`src/rtl/cap_pkg.sv`:
```
// Shared types for the trigger and capture block.
// Assumes: nothing beyond IEEE 1800-2017.
package cap_pkg;

    // Packet framing phase, as seen on the input timeline.
    typedef enum logic [1:0] {
        ST_IDLE = 2'd0,   // waiting for an accepted trigger
        ST_WIN  = 2'd1,   // level window still holding
        ST_POST = 2'd2,   // counting postcursor samples
        ST_TAIL = 2'd3    // draining precursor lag to the output
    } frame_st_e;

endpackage

```
`src/rtl/trig_cond.sv`:
```
// Trigger condition: compares the sample with the threshold in edge or level
// style, ORs in masked external lines and qualifies by the gate mask.
// Assumes: configuration inputs are stable registers; output is combinational.
module trig_cond #(
    parameter int SW     = 16,
    parameter int N_EXT  = 2,
    parameter int N_GATE = 2
) (
    input  logic              clk,
    input  logic              rst_n,
    input  logic [SW-1:0]     samp,
    input  logic [SW-1:0]     thr,
    input  logic              edge_mode,
    input  logic              rise,
    input  logic [N_EXT:0]    src_mask,
    input  logic [N_GATE-1:0] gate_mask,
    input  logic [N_EXT-1:0]  ext_trg,
    input  logic [N_GATE-1:0] gate_lvl,
    output logic              hit
);

    logic           above;
    logic           prev_above;
    logic           hist_vld;
    logic           self_hit;
    logic [N_EXT:0] src_vec;
    logic           gate_ok;

    // Side of the threshold for the current sample.
    assign above = $signed(samp) > $signed(thr);

    // Remember the side of the previous sample for crossing detection.
    always_ff @(posedge clk) begin
        if (!rst_n) begin
            prev_above <= 1'b0;
            hist_vld   <= 1'b0;
        end else begin
            prev_above <= above;
            hist_vld   <= 1'b1;
        end
    end

    // Own comparator hit for the selected style and direction.
    always_comb begin
        if (edge_mode) begin
            if (rise) self_hit = hist_vld && above && !prev_above;
            else      self_hit = hist_vld && !above && prev_above;
        end else begin
            self_hit = rise ? above : !above;
        end
    end

    // Merge sources and apply the gate qualification.
    assign src_vec = {ext_trg, self_hit};
    assign gate_ok = &(gate_lvl | ~gate_mask);
    assign hit     = (|(src_vec & src_mask)) && gate_ok;

    // An edge-style comparator-only hit needs a change of side.
    AST_EDGE_CROSS: assert property (@(posedge clk) disable iff (!rst_n)
        (edge_mode && src_mask == {{N_EXT{1'b0}}, 1'b1} && hit) |-> (above != prev_above));

endmodule

```
`src/rtl/pre_delay.sv`:
```
// Precursor delay line: a shift register of MAX_PRE+1 stages whose selected
// tap gives the sample from pre_sel+1 clocks earlier.
// Assumes: pre_sel never exceeds MAX_PRE (clamped by the parent).
module pre_delay #(
    parameter int SW      = 16,
    parameter int MAX_PRE = 15,
    localparam int DEPTH  = MAX_PRE + 1,
    localparam int PRE_W  = $clog2(MAX_PRE + 1)
) (
    input  logic             clk,
    input  logic             rst_n,
    input  logic [SW-1:0]    din,
    input  logic [PRE_W-1:0] pre_sel,
    output logic [SW-1:0]    dout
);

    logic [SW-1:0] stage [DEPTH];
    logic          run_q;

    generate
        for (genvar g = 0; g < DEPTH; g++) begin : g_stage
            // One register stage of the delay line.
            always_ff @(posedge clk) begin
                if (!rst_n)      stage[g] <= '0;
                else if (g == 0) stage[g] <= din;
                else             stage[g] <= stage[g-1];
            end
        end
    endgenerate

    // Marks the cycles after the first post-reset edge.
    always_ff @(posedge clk) begin
        if (!rst_n) run_q <= 1'b0;
        else        run_q <= 1'b1;
    end

    // Tap selection.
    assign dout = stage[pre_sel];

    AST_PRE_RANGE: assert property (@(posedge clk) disable iff (!rst_n)
        int'(pre_sel) <= MAX_PRE);
    AST_ZERO_PRE_ALIGN: assert property (@(posedge clk) disable iff (!rst_n)
        (run_q && pre_sel == '0) |-> (dout == $past(din)));

endmodule

```
`src/rtl/cap_frame.sv`:
```
// Packet framing: a state machine tracks window, postcursor and precursor
// drain, and registers valid and the start and end markers. It also holds
// the single-shot packet budget.
// Assumes: configuration inputs are held while not idle (cfg_ld low).
module cap_frame
    import cap_pkg::*;
#(
    parameter int PRE_W  = 4,
    parameter int LEN_W  = 8,
    parameter int SHOT_W = 4
) (
    input  logic              clk,
    input  logic              rst_n,
    input  logic              hit,
    input  logic              edge_mode,
    input  logic              retrig,
    input  logic [PRE_W-1:0]  pre_len,
    input  logic [LEN_W-1:0]  post_len,
    input  logic              chan_en,
    input  logic              shot_go,
    input  logic [SHOT_W-1:0] shot_num,
    output logic              cfg_ld,
    output logic              out_vld,
    output logic              out_sop,
    output logic              out_eop
);

    frame_st_e         st_q, st_n;
    logic [LEN_W-1:0]  pcnt_q, pcnt_n;
    logic [PRE_W-1:0]  tcnt_q, tcnt_n;
    logic [SHOT_W-1:0] shots_q;
    logic              vld_n, sop_n, eop_n;
    logic              armed, start, fin;
    logic [LEN_W-1:0]  post_eff;

    // Trigger acceptance from idle.
    assign armed  = chan_en || (shots_q != '0);
    assign start  = (st_q == ST_IDLE) && armed && hit;
    assign cfg_ld = (st_q == ST_IDLE) && !start;

    // Level style never runs a zero-length postcursor.
    assign post_eff = (!edge_mode && post_len == '0) ? LEN_W'(1) : post_len;

    // Next-state and marker decisions for the current input sample.
    always_comb begin
        st_n   = st_q;
        pcnt_n = pcnt_q;
        tcnt_n = tcnt_q;
        vld_n  = 1'b0;
        sop_n  = 1'b0;
        eop_n  = 1'b0;
        fin    = 1'b0;
        unique case (st_q)
            ST_IDLE: begin
                if (start) begin
                    vld_n = 1'b1;
                    sop_n = 1'b1;
                    if (!edge_mode)          st_n = ST_WIN;
                    else if (post_len == '0) fin  = 1'b1;
                    else begin
                        st_n   = ST_POST;
                        pcnt_n = post_len;
                    end
                end
            end
            ST_WIN: begin
                vld_n = 1'b1;
                if (!hit) begin
                    if (post_eff == LEN_W'(1)) fin = 1'b1;
                    else begin
                        st_n   = ST_POST;
                        pcnt_n = post_eff - LEN_W'(1);
                    end
                end
            end
            ST_POST: begin
                vld_n = 1'b1;
                if (retrig && hit) begin
                    if (!edge_mode)          st_n   = ST_WIN;
                    else if (post_len == '0) fin    = 1'b1;
                    else                     pcnt_n = post_len;
                end else if (pcnt_q == LEN_W'(1)) begin
                    fin = 1'b1;
                end else begin
                    pcnt_n = pcnt_q - LEN_W'(1);
                end
            end
            ST_TAIL: begin
                vld_n = 1'b1;
                if (tcnt_q == PRE_W'(1)) begin
                    eop_n = 1'b1;
                    st_n  = ST_IDLE;
                end else begin
                    tcnt_n = tcnt_q - PRE_W'(1);
                end
            end
            default: st_n = ST_IDLE;
        endcase
        if (fin) begin
            if (pre_len == '0) begin
                eop_n = 1'b1;
                st_n  = ST_IDLE;
            end else begin
                st_n   = ST_TAIL;
                tcnt_n = pre_len;
            end
        end
    end

    // State, counters and registered output markers.
    always_ff @(posedge clk) begin
        if (!rst_n) begin
            st_q    <= ST_IDLE;
            pcnt_q  <= '0;
            tcnt_q  <= '0;
            out_vld <= 1'b0;
            out_sop <= 1'b0;
            out_eop <= 1'b0;
        end else begin
            st_q    <= st_n;
            pcnt_q  <= pcnt_n;
            tcnt_q  <= tcnt_n;
            out_vld <= vld_n;
            out_sop <= sop_n;
            out_eop <= eop_n;
        end
    end

    // Single-shot budget: load in idle, spend one per packet when not enabled.
    always_ff @(posedge clk) begin
        if (!rst_n)                                 shots_q <= '0;
        else if (shot_go && st_q == ST_IDLE)        shots_q <= shot_num;
        else if (start && !chan_en && shots_q != '0) shots_q <= shots_q - SHOT_W'(1);
    end

    AST_EDGE_NO_WIN: assert property (@(posedge clk) disable iff (!rst_n)
        edge_mode |-> (st_q != ST_WIN));
    AST_POST_BOUND: assert property (@(posedge clk) disable iff (!rst_n)
        (st_q == ST_POST) |-> (pcnt_q != '0 && pcnt_q <= post_eff));
    AST_TAIL_BOUND: assert property (@(posedge clk) disable iff (!rst_n)
        (st_q == ST_TAIL) |-> (tcnt_q != '0 && tcnt_q <= pre_len));
    AST_NO_START_UNARMED: assert property (@(posedge clk) disable iff (!rst_n)
        (st_q == ST_IDLE && !chan_en && shots_q == '0) |=> !out_sop);
    AST_SOP_IN_PKT: assert property (@(posedge clk) disable iff (!rst_n)
        out_sop |-> out_vld);
    AST_EOP_IN_PKT: assert property (@(posedge clk) disable iff (!rst_n)
        out_eop |-> out_vld);
    AST_VLD_ENDS_AT_EOP: assert property (@(posedge clk) disable iff (!rst_n)
        $fell(out_vld) |-> $past(out_eop));
    AST_PKT_CONTIGUOUS: assert property (@(posedge clk) disable iff (!rst_n)
        (out_vld && !out_sop) |-> ($past(out_vld) && !$past(out_eop)));

endmodule

```
`src/rtl/trig_capture.sv`:
```
// Top of the threshold trigger and capture window. It snapshots the
// configuration while idle and ties together the condition logic, the
// framing state machine and the precursor delay line.
// Assumes: one sample per clock; synchronous active-low reset.
module trig_capture #(
    parameter int SW      = 16,
    parameter int MAX_PRE = 15,
    parameter int LEN_W   = 8,
    parameter int N_EXT   = 2,
    parameter int N_GATE  = 2,
    parameter int SHOT_W  = 4,
    localparam int PRE_W  = $clog2(MAX_PRE + 1)
) (
    input  logic              clk,
    input  logic              rst_n,
    input  logic [SW-1:0]     samp_in,
    input  logic [SW-1:0]     thr_lvl,
    input  logic              trg_edge,
    input  logic              trg_rise,
    input  logic              retrig_en,
    input  logic [PRE_W-1:0]  pre_cyc,
    input  logic [LEN_W-1:0]  post_cyc,
    input  logic [N_EXT:0]    src_sel,
    input  logic [N_GATE-1:0] gate_sel,
    input  logic [N_EXT-1:0]  ext_trg,
    input  logic [N_GATE-1:0] gate_lvl,
    input  logic              chan_en,
    input  logic              shot_go,
    input  logic [SHOT_W-1:0] shot_num,
    output logic [SW-1:0]     out_samp,
    output logic              out_vld,
    output logic              out_sop,
    output logic              out_eop
);

    logic [SW-1:0]     thr_q;
    logic              edge_q, rise_q, retrig_q;
    logic [PRE_W-1:0]  pre_q, pre_clamp;
    logic [LEN_W-1:0]  post_q;
    logic [N_EXT:0]    src_q;
    logic [N_GATE-1:0] gate_q;
    logic              cfg_ld;
    logic              hit;

    // Keep the precursor inside the delay line.
    assign pre_clamp = (int'(pre_cyc) > MAX_PRE) ? PRE_W'(MAX_PRE) : pre_cyc;

    // Configuration snapshot, refreshed only between packets.
    always_ff @(posedge clk) begin
        if (!rst_n) begin
            thr_q    <= '0;
            edge_q   <= 1'b1;
            rise_q   <= 1'b1;
            retrig_q <= 1'b0;
            pre_q    <= '0;
            post_q   <= '0;
            src_q    <= '0;
            gate_q   <= '0;
        end else if (cfg_ld) begin
            thr_q    <= thr_lvl;
            edge_q   <= trg_edge;
            rise_q   <= trg_rise;
            retrig_q <= retrig_en;
            pre_q    <= pre_clamp;
            post_q   <= post_cyc;
            src_q    <= src_sel;
            gate_q   <= gate_sel;
        end
    end

    trig_cond #(
        .SW     (SW),
        .N_EXT  (N_EXT),
        .N_GATE (N_GATE)
    ) u_cond (
        .clk       (clk),
        .rst_n     (rst_n),
        .samp      (samp_in),
        .thr       (thr_q),
        .edge_mode (edge_q),
        .rise      (rise_q),
        .src_mask  (src_q),
        .gate_mask (gate_q),
        .ext_trg   (ext_trg),
        .gate_lvl  (gate_lvl),
        .hit       (hit)
    );

    cap_frame #(
        .PRE_W  (PRE_W),
        .LEN_W  (LEN_W),
        .SHOT_W (SHOT_W)
    ) u_frame (
        .clk       (clk),
        .rst_n     (rst_n),
        .hit       (hit),
        .edge_mode (edge_q),
        .retrig    (retrig_q),
        .pre_len   (pre_q),
        .post_len  (post_q),
        .chan_en   (chan_en),
        .shot_go   (shot_go),
        .shot_num  (shot_num),
        .cfg_ld    (cfg_ld),
        .out_vld   (out_vld),
        .out_sop   (out_sop),
        .out_eop   (out_eop)
    );

    pre_delay #(
        .SW      (SW),
        .MAX_PRE (MAX_PRE)
    ) u_delay (
        .clk     (clk),
        .rst_n   (rst_n),
        .din     (samp_in),
        .pre_sel (pre_q),
        .dout    (out_samp)
    );

    AST_CFG_FROZEN: assert property (@(posedge clk) disable iff (!rst_n)
        (out_vld && !out_eop) |=> $stable(post_q));

endmodule

```
`config.mk`:
```
export PLATFORM = sky130hd
export DESIGN_NAME = trig_capture
export DESIGN_NICKNAME = d
export VERILOG_FILES = /design/src/rtl/cap_pkg.sv /design/src/rtl/trig_cond.sv /design/src/rtl/pre_delay.sv /design/src/rtl/cap_frame.sv /design/src/rtl/trig_capture.sv
export SDC_FILE = /design/constraint.sdc
export NUM_CORES = 1
export LEC_CHECK = 0
export ABC_AREA = 1
export ABC_CLOCK_PERIOD_IN_PS = 7200
export BUFFER_PORTS_ARGS = -buffer_cell sky130_fd_sc_hd__buf_2
export CORE_MARGIN = 5
export CORE_UTILIZATION = 25
export DETAILED_ROUTE_END_ITERATION = 8
export PLACE_DENSITY = 0.39
export SYNTH_ARGS = -nofsm -noshare
export SYNTH_HDL_FRONTEND = slang
export SYNTH_SLANG_ARGS = --single-unit
export TNS_END_PERCENT = 100
```
`constraint.sdc`:
```
create_clock -name clk -period 7.2 [get_ports clk]
set_input_delay 1.44 -clock clk [delete_from_list [all_inputs] [get_ports clk]]
set_output_delay 1.44 -clock clk [all_outputs]
set_load 0.05 [all_outputs]
```
==> summary.md, run 1 <==
| Metric | Value |
|---|---|
| Status | `completed` |
| Die height | `roughly 240 microns` |
| Port bufs | `82` |
| Hold Slack | `0.408 ns` |
| Fillers | `5604` |
| Busiest grt layer | `met2` |
| FFs w/ async S/R, synth | `0` |
| CP max-delay cell | `clkinv_1` |
| Register area share after synthesis | `0.483` |
| Most frequent cells after synthesis | `393 x inv_1, 348 x nand2_1, 319 x dfxtp_1, 125 x a21oi_1, 120 x o21ai_0` |
| Post-route cell area | `15500 sq um` |
| Syn Nets | `about 1800` |
| Final wirelength | `roughly 34000 microns` |
| First-pass GRT wire length | `54900 microns` |
| Vias in the first global route | `10050` |
| TritonRoute pass-1 iters | `7` |
| CTS Buf Count | `40` |
| Post-CTS Setup Bufs | `0` |
| Startpoint types | `flop` |
| Initial antenna violation count | `4` |
| Setup TNS | `0 ns` |
| Final setup violation count | `0` |
| Synth cell types | `36` |
| Combinational power share | `0.391` |
| Final Wtd Congestion | `0.800` |
| DRT iter0 DRCs | `between 400 and 500` |
| Most common cell in the netlist | `inv_1` |
| Slew @ Worst Pin | `0.958 ns` |
| Count of pins over their slew limit | `0` |
| Number of synthesized flops with an enable pin | `0` |
| Yosys top cell area share | `0.483` |
| Overall die area | `57600 sq um` |
| Worst-path clk slew | `0.06 ns` |
| Initial core utilization | `0.252` |
| Core area | `roughly 52000 sq um` |
| Yosys top cell by area | `dfxtp_1` |
| Rel. slew slack | `0.361` |
| Clock sink total | `319` |
| Root Driver | `clkbuf_16` |
| Total grt overflow | `0` |
| Total number of vias | `10280` |
| Clk pwr share | `0.286` |
| Layout Nets | `1864` |
| CTS tree | `yes` |
| Final hold vios | `0` |
| Crit-path cells | `buf_4, clkinv_1, buf_4, o211ai_1, nand3_1, nand2_1, buf_2` |
| Yosys reg bits | `~320` |
| DR DRC count | `0` |
| Leak Pwr | `0.00794 uW` |
| Row count | `84` |
| Most used cell, CP | `buf_4` |
| Final Skew | `0.0176 ns` |
| Max Cap Violations | `0` |
| Switching share of total power | `0.419` |
| Io pins | `a little over 80` |
| WP data required | `5.76 ns` |
| Hold Crit Class | `reg -> reg` |
| Pwr/cell area | `roughly 430 nW/um^2` |
| CTS Hold Bufs | `0` |
| Mapped Cells | `1724` |
| Syn. warnings | `0` |
| CP bufs+invs | `4` |
| Post-route ant nets | `0` |
| Placed instance area | `around 14000 sq um` |
| CP top delay family | `buffers and inverters` |
| Met1 Track Usage GR | `0.160` |
| Worst setup path class | `reg -> out` |
| Largest cells by area after synthesis | `dfxtp_1 48%, inv_1 11%, nand2_1 9.9%` |
| CTS max path bufs | `3` |
| H-Tree Depth | `2` |
| Min Tclk post-route | `slightly below 5 ns` |
| Switching Power | `2790 uW` |
| Seq pwr share | `0.322` |
| Internal | `3860 uW` |
| WL/cell | `around 14 microns` |
| Largest stage delay, worst path | `about 0.8 ns` |
| Post-CTS Resized | `0` |
| Final period util | `0.673` |
| VDD IR max | `200 uV` |
| DPL Wire Length | `21500 microns` |
| Met2 GRT Util | `0.189` |
| Share of cells above drive strength 1 | `0.0956` |
| Largest net degree at the start of global routing | `139` |
| CP endpoint kind | `output port` |
| CP Max Fanout | `38` |
| DR vias/cell | `between 4 and 5` |
| Area growth, synth to finish | `17.3%` |
| Synth Flop Type | `dfxtp_1` |
| Mapped cell area | `approximately 13000 sq um` |
| Mean Syn Cell Area | `approximately 7.7 sq um` |
| Die Wd | `240 microns` |
| WP data arrival | `~3.4 ns` |
| Register-to-Register Setup Slack | `4.01 ns` |
| F_max | `207 MHz` |
| RSZ-0062 raised after global routing | `no` |
| Met3 usage in global routing | `0.0279` |
| Global-route usage over all layers | `0.118` |
| Worst skew pair latency | `0.56 ns` |
| Tot Pwr | `6650 uW` |
==> cells in the final DEF, fill, tap and decap left out, drive strengths merged <==
cell      count
nand2       353
nand3        57
xnor2         2
nor3          2
clkbuf       65
o31ai         3
ha           30
nor4          3
diode         4
o211ai       68
o21a          3
clkinv        6
nand4        10
xor2          7
o21ai       131
mux2i        64
a21o          1
dfxtp       319
inv         401
clkinvlp      2
a22o          2
or2           1
nor2         50
a21oi       126
buf          90
o22ai         4
==> path summary, 6_finish.rpt <==
| kind | cells past startpoint | end | start |
|---|---|---|---|
| max | 7 | out_samp[12] | flop |
| min | 2 | u_delay.stage[7][8] | u_delay.stage[6][8] |
| max reg2reg | 15 | u_frame.pcnt_q[6] | thr_q[15] |
| min reg2reg | 2 | u_delay.stage[7][8] | u_delay.stage[6][8] |
==> sequential cells by signal, summed over array words and instances, names as in the netlist, named ones only <==
register	flops
pre_q	4
edge_q	1
u_frame.shots_q	4
u_frame.pcnt_q	8
retrig_q	1
u_frame.out_sop	1
u_cond.prev_above	1
gate_q	2
rise_q	1
thr_q	16
src_q	3
u_frame.out_eop	1
u_frame.tcnt_q	4
u_delay.stage	256
u_frame.out_vld	1
u_cond.hist_vld	1
post_q	8
u_frame.st_q	2
==> layer usage <==
metal | wire [microns] | vias up
met4 | 684 | 0
met5 | 0 | -
met3 | 1680 | 46
li1 | - | 5441
met2 | 15000 | 163
met1 | 16500 | 4630
==> per-stage QoR <==
step | setup slack, ns | utilization | cells
5_1_grt | 2.14 | 0.296 | 2489
4_1_cts | 2.21 | 0.296 | 2488
2_1_floorplan | 3.88 | - | 1724
3_3_place_gp | 2.63 | 0.272 | 2416
6_report | 2.36 | 0.296 | 2492
3_5_place_dp | 2.65 | 0.272 | 2416
==> worst min-delay path: stages (launching register included) <==
cell and delay [ns]:
dfxtp_1 0.30, nand2_1 0.05, inv_1 0.03
==> logic make-up (layout without fill, tap and decap cells) <==
kind of cell / after synthesis / count (layout) / synth area share
buf+inv: 488 / 564 / 0.140
simple gates: 476 / 476 / 0.151
compound gates: 338 / 338 / 0.143
flops: 319 / 319 / 0.483
mux: 64 / 64 / 0.0484
fa+ha+maj: 30 / 30 / 0.0284
xor+xnor: 9 / 9 / 0.00596
other cells: 0 / 4 / 0
==> power groups by stage <==
| stage | Sequential [uW] | Combinational, uW | Clock (uW) |
|---|---|---|---|
| 6_report | 2140 | 2600 | 1910 |
| 5_1_grt | 2180 | 2910 | 2070 |
| 4_1_cts | 2150 | 2670 | 2000 |
| 3_5_place_dp | 2190 | 2660 | 0 |
| 3_3_place_gp | 2190 | 2650 | 0 |
| 2_1_floorplan | 2070 | 2020 | 0 |
==> final cells by class <==
cell class | instances | area (sq um) | area share
sequential | 319 | 6390 | 0.412
multi-input combinational | 917 | 4980 | 0.321
inverter | 402 | 1510 | 0.0976
clock buffer | 65 | 1190 | 0.0765
tap | 688 | 861 | 0.0555
timing repair buffer | 90 | 493 | 0.0318
clock inverter | 7 | 70.1 | 0.00452
antenna | 4 | 10.0 | 0.000645
(Power assumes the default switching activity.)
==> run 2, diff against run 1 <==
--- a/config.mk
+++ b/config.mk
@@ -6,7 +6,7 @@
 export NUM_CORES = 1
 export LEC_CHECK = 0
 export ABC_AREA = 1
-export ABC_CLOCK_PERIOD_IN_PS = 7200
+export ABC_CLOCK_PERIOD_IN_PS = 4700
 export BUFFER_PORTS_ARGS = -buffer_cell sky130_fd_sc_hd__buf_2
 export CORE_MARGIN = 5
 export CORE_UTILIZATION = 25
==> constraint.sdc (replaced) <==
create_clock -name clk -period 4.7 [get_ports clk]
set_input_delay 0.94 -clock clk [delete_from_list [all_inputs] [get_ports clk]]
set_output_delay 0.94 -clock clk [all_outputs]
set_load 0.05 [all_outputs]
==> summary.md, run 2 (synthesis gave the netlist of run 1 again) <==
| Metric | Value |
|---|---|
| Slew @ Worst Pin | `1.05 ns (+0.0936 ns)` |
| Die Wd | `240 microns (unchanged)` |
| FF/Latch Area | `6390 sq um (unchanged)` |
| Global-route usage over all layers | `0.118 (-0.000903)` |
| Met1 Track Usage GR | `0.160 (+0.000238)` |
| Post-route cell area | `15700 sq um (+1.1%)` |
| Fin util | `0.299 (+0.00332)` |
| WP data required | `3.76 ns (-2.00 ns)` |
| CP Max Fanout | `47 (+24%)` |
| Final hold vios | `0 (unchanged)` |
| Final wirelength | `33600 microns (-0.87%)` |
| Area growth, synth to finish | `18.6%` |
| DPL Wire Length | `21600 microns (+0.46%)` |
| Worst skew pair latency | `0.55 ns (about the same)` |
| Final period util | `0.764` |
| TritonRoute pass-1 iters | `4 (-3)` |
| Hold Crit Class | `reg -> reg` |
| Met2 GRT Util | `0.187 (-0.00214)` |
| Vias in the first global route | `10047 (-0.030%)` |
| Clock sink total | `319 (unchanged)` |
| Post-CTS Resized | `0 (unchanged)` |
| H-Tree Depth | `2 (unchanged)` |
| Met3 usage in global routing | `0.0283 (+0.000459)` |
| Initial core utilization | `0.252 (unchanged)` |
| Leak Pwr | `0.00805 uW (+1.4%)` |
| DR DRC count | `0 (unchanged)` |
| RSZ-0062 raised after global routing | `no` |
| Placed instance area | `14300 sq um (+0.25%)` |
| Count of pins over their slew limit | `0 (unchanged)` |
| Root Driver | `clkbuf_16` |
| Io pins | `83 (unchanged)` |
| Largest net degree at the start of global routing | `180 (+29%)` |
| Total grt overflow | `0 (unchanged)` |
| Min-delay src | `u_delay.stage[2][11]` |
| Final Skew | `0.0173 ns (-0.000306 ns)` |
| Largest stage delay, worst path | `0.75 ns (-0.04 ns)` |
| Worst setup path class | `reg -> out` |
| VDD IR max | `330 uV (+65%)` |
| Port bufs | `82 (unchanged)` |
| CTS max path bufs | `3 (unchanged)` |
| Min Tclk post-route | `around 3.6 ns` |
| Hold Crit Depth | `2 (unchanged)` |
| Overall die area | `57600 sq um (unchanged)` |
| Initial antenna violation count | `3 (-1)` |
| Worst-path clk slew | `0.06 ns (about the same)` |
| Top reg by flops | `u_delay.stage` |
| Largest regs | `u_delay.stage (256), thr_q (16)` |
| Hold Path End | `u_delay.stage[3][11]` |
| DRT iter0 DRCs | `707 (+56%)` |
| Startpoint types | `flop` |
| DR vias/cell | `4.14 (+0.43%)` |
| Crit-path cells | `inv_2, buf_4, o21ai_0, o211ai_1, nand2_1, buf_2` |
| Commonest cells after routing, fill and taps aside | `393 x inv_1, 348 x nand2_1, 316 x dfxtp_1` |
| Fillers | `5665 (+1.1%)` |
| Final setup violation count | `0 (unchanged)` |
| Core area | `52400 sq um (unchanged)` |
| CP endpoint kind | `output port` |
| F_max | `between 200 and 300 MHz` |
| First-pass GRT wire length | `54700 microns (-0.32%)` |
| Layout Nets | `1866 (+0.11%)` |
| CP max-delay cell | `inv_2` |
| Share of cells above drive strength 1 | `0.103 (+0.00766)` |
| Busiest grt layer | `met2` |
| R2R cell count | `15 (unchanged)` |
| Most common cell after layout, fill and taps aside | `inv_1` |
| WL/cell | `13.5 microns (-0.83%)` |
| Die height | `240 microns (unchanged)` |
| Final Wtd Congestion | `0.786 (-1.8%)` |
| Reg2Reg Launch Point | `thr_q[15]` |
| Multi-input gate area | `4980 sq um (unchanged)` |
| CTS Buf Count | `39 (-2.5%)` |
| Post-route ant nets | `0 (unchanged)` |
| Setup TNS | `0 ns (unchanged)` |
| CTS Hold Bufs | `0 (unchanged)` |
| Max Cap Violations | `0 (unchanged)` |
| Pwr/cell area | `673 nW/um^2 (+57%)` |
| Max reg flops | `256 (unchanged)` |
| Register-to-Register Setup Slack | `1.73 ns (-2.28 ns)` |
| RR Endpoint | `thr_q[9]` |
| Rel. slew slack | `0.298 (-0.0634)` |
| Status | `completed` |
| Post-CTS Setup Bufs | `0 (unchanged)` |
| Tot Pwr | `10600 uW (+59%)` |
| CTS tree | `yes` |
| Total number of vias | `10320 (+0.39%)` |
| WP data arrival | `2.65 ns (-0.75 ns)` |
| Row count | `84 (unchanged)` |
-- run 2: cell count changes in the layout (fill, tap and decap cells not counted), sizes merged --
cell      before  now
clkbuf        65   55
bufinv         0    6
clkinv         6   12
buf           90   93
diode          4    1
clkinvlp       2    0
inv          401  400
-- run 2: how the worst max path moves through the flow --
| stage | start | to | slack [ns] | cells after the start |
|---|---|---|---|---|
| final | flop | out_samp[12] | 1.11 | 6 |
| after global routing | flop | out_samp[12] | 0.87 | 6 |
| after CTS | flop | out_samp[12] | 1.02 | 6 |
| after detailed placement | samp_in[15] | thr_q[7] | 0.88 | 13 |
| after global placement | samp_in[15] | post_q[6] | 0.95 | 13 |
| after floorplan | samp_in[15] | u_frame.pcnt_q[6] | 1.88 | 17 |
-- run 2: worst max-delay path, delay by kind of cell, from the launching register on --
kind	cells	cell delay, ns
and+or+nand+nor	1	0.09
DFF	1	0.32
buffers and inverters	3	1.37
AOI/OAI and AO/OA	2	0.31
-- run 2: final cells by class --
cell class	instances	share of cell area
antenna	1	0.000160
timing repair buffer	93	0.0337
clock buffer	55	0.0738
multi-input combinational	917	0.318
sequential	319	0.408
inverter	402	0.0965
clock inverter	16	0.0156
tap	688	0.0549
-- run 2: through the flow --
step	setup WS [ns]	cells	hold slack, ns
6_report	1.11	2491	0.404
2_1_floorplan	1.88	1724	0.404
4_1_cts	1.02	2490	0.403
3_3_place_gp	0.948	2419	0.407
3_5_place_dp	0.885	2419	0.411
5_1_grt	0.869	2490	0.429
-- run 2: routing by layer --
| metal | share of wire | vias up |
|---|---|---|
| met5 | 0.00098 | - |
| met4 | 0.020 | 4 |
| met3 | 0.043 | 49 |
| met2 | 0.44 | 144 |
| met1 | 0.49 | 4690 |
| li1 | - | 5433 |
-- run 2: report_power, final --
| group | switching, uW | total (uW) | internal, uW |
|---|---|---|---|
| sequential | 192 | 3170 | 2980 |
| clock | 1190 | 3230 | 2050 |
| combinational | 2930 | 4160 | 1230 |
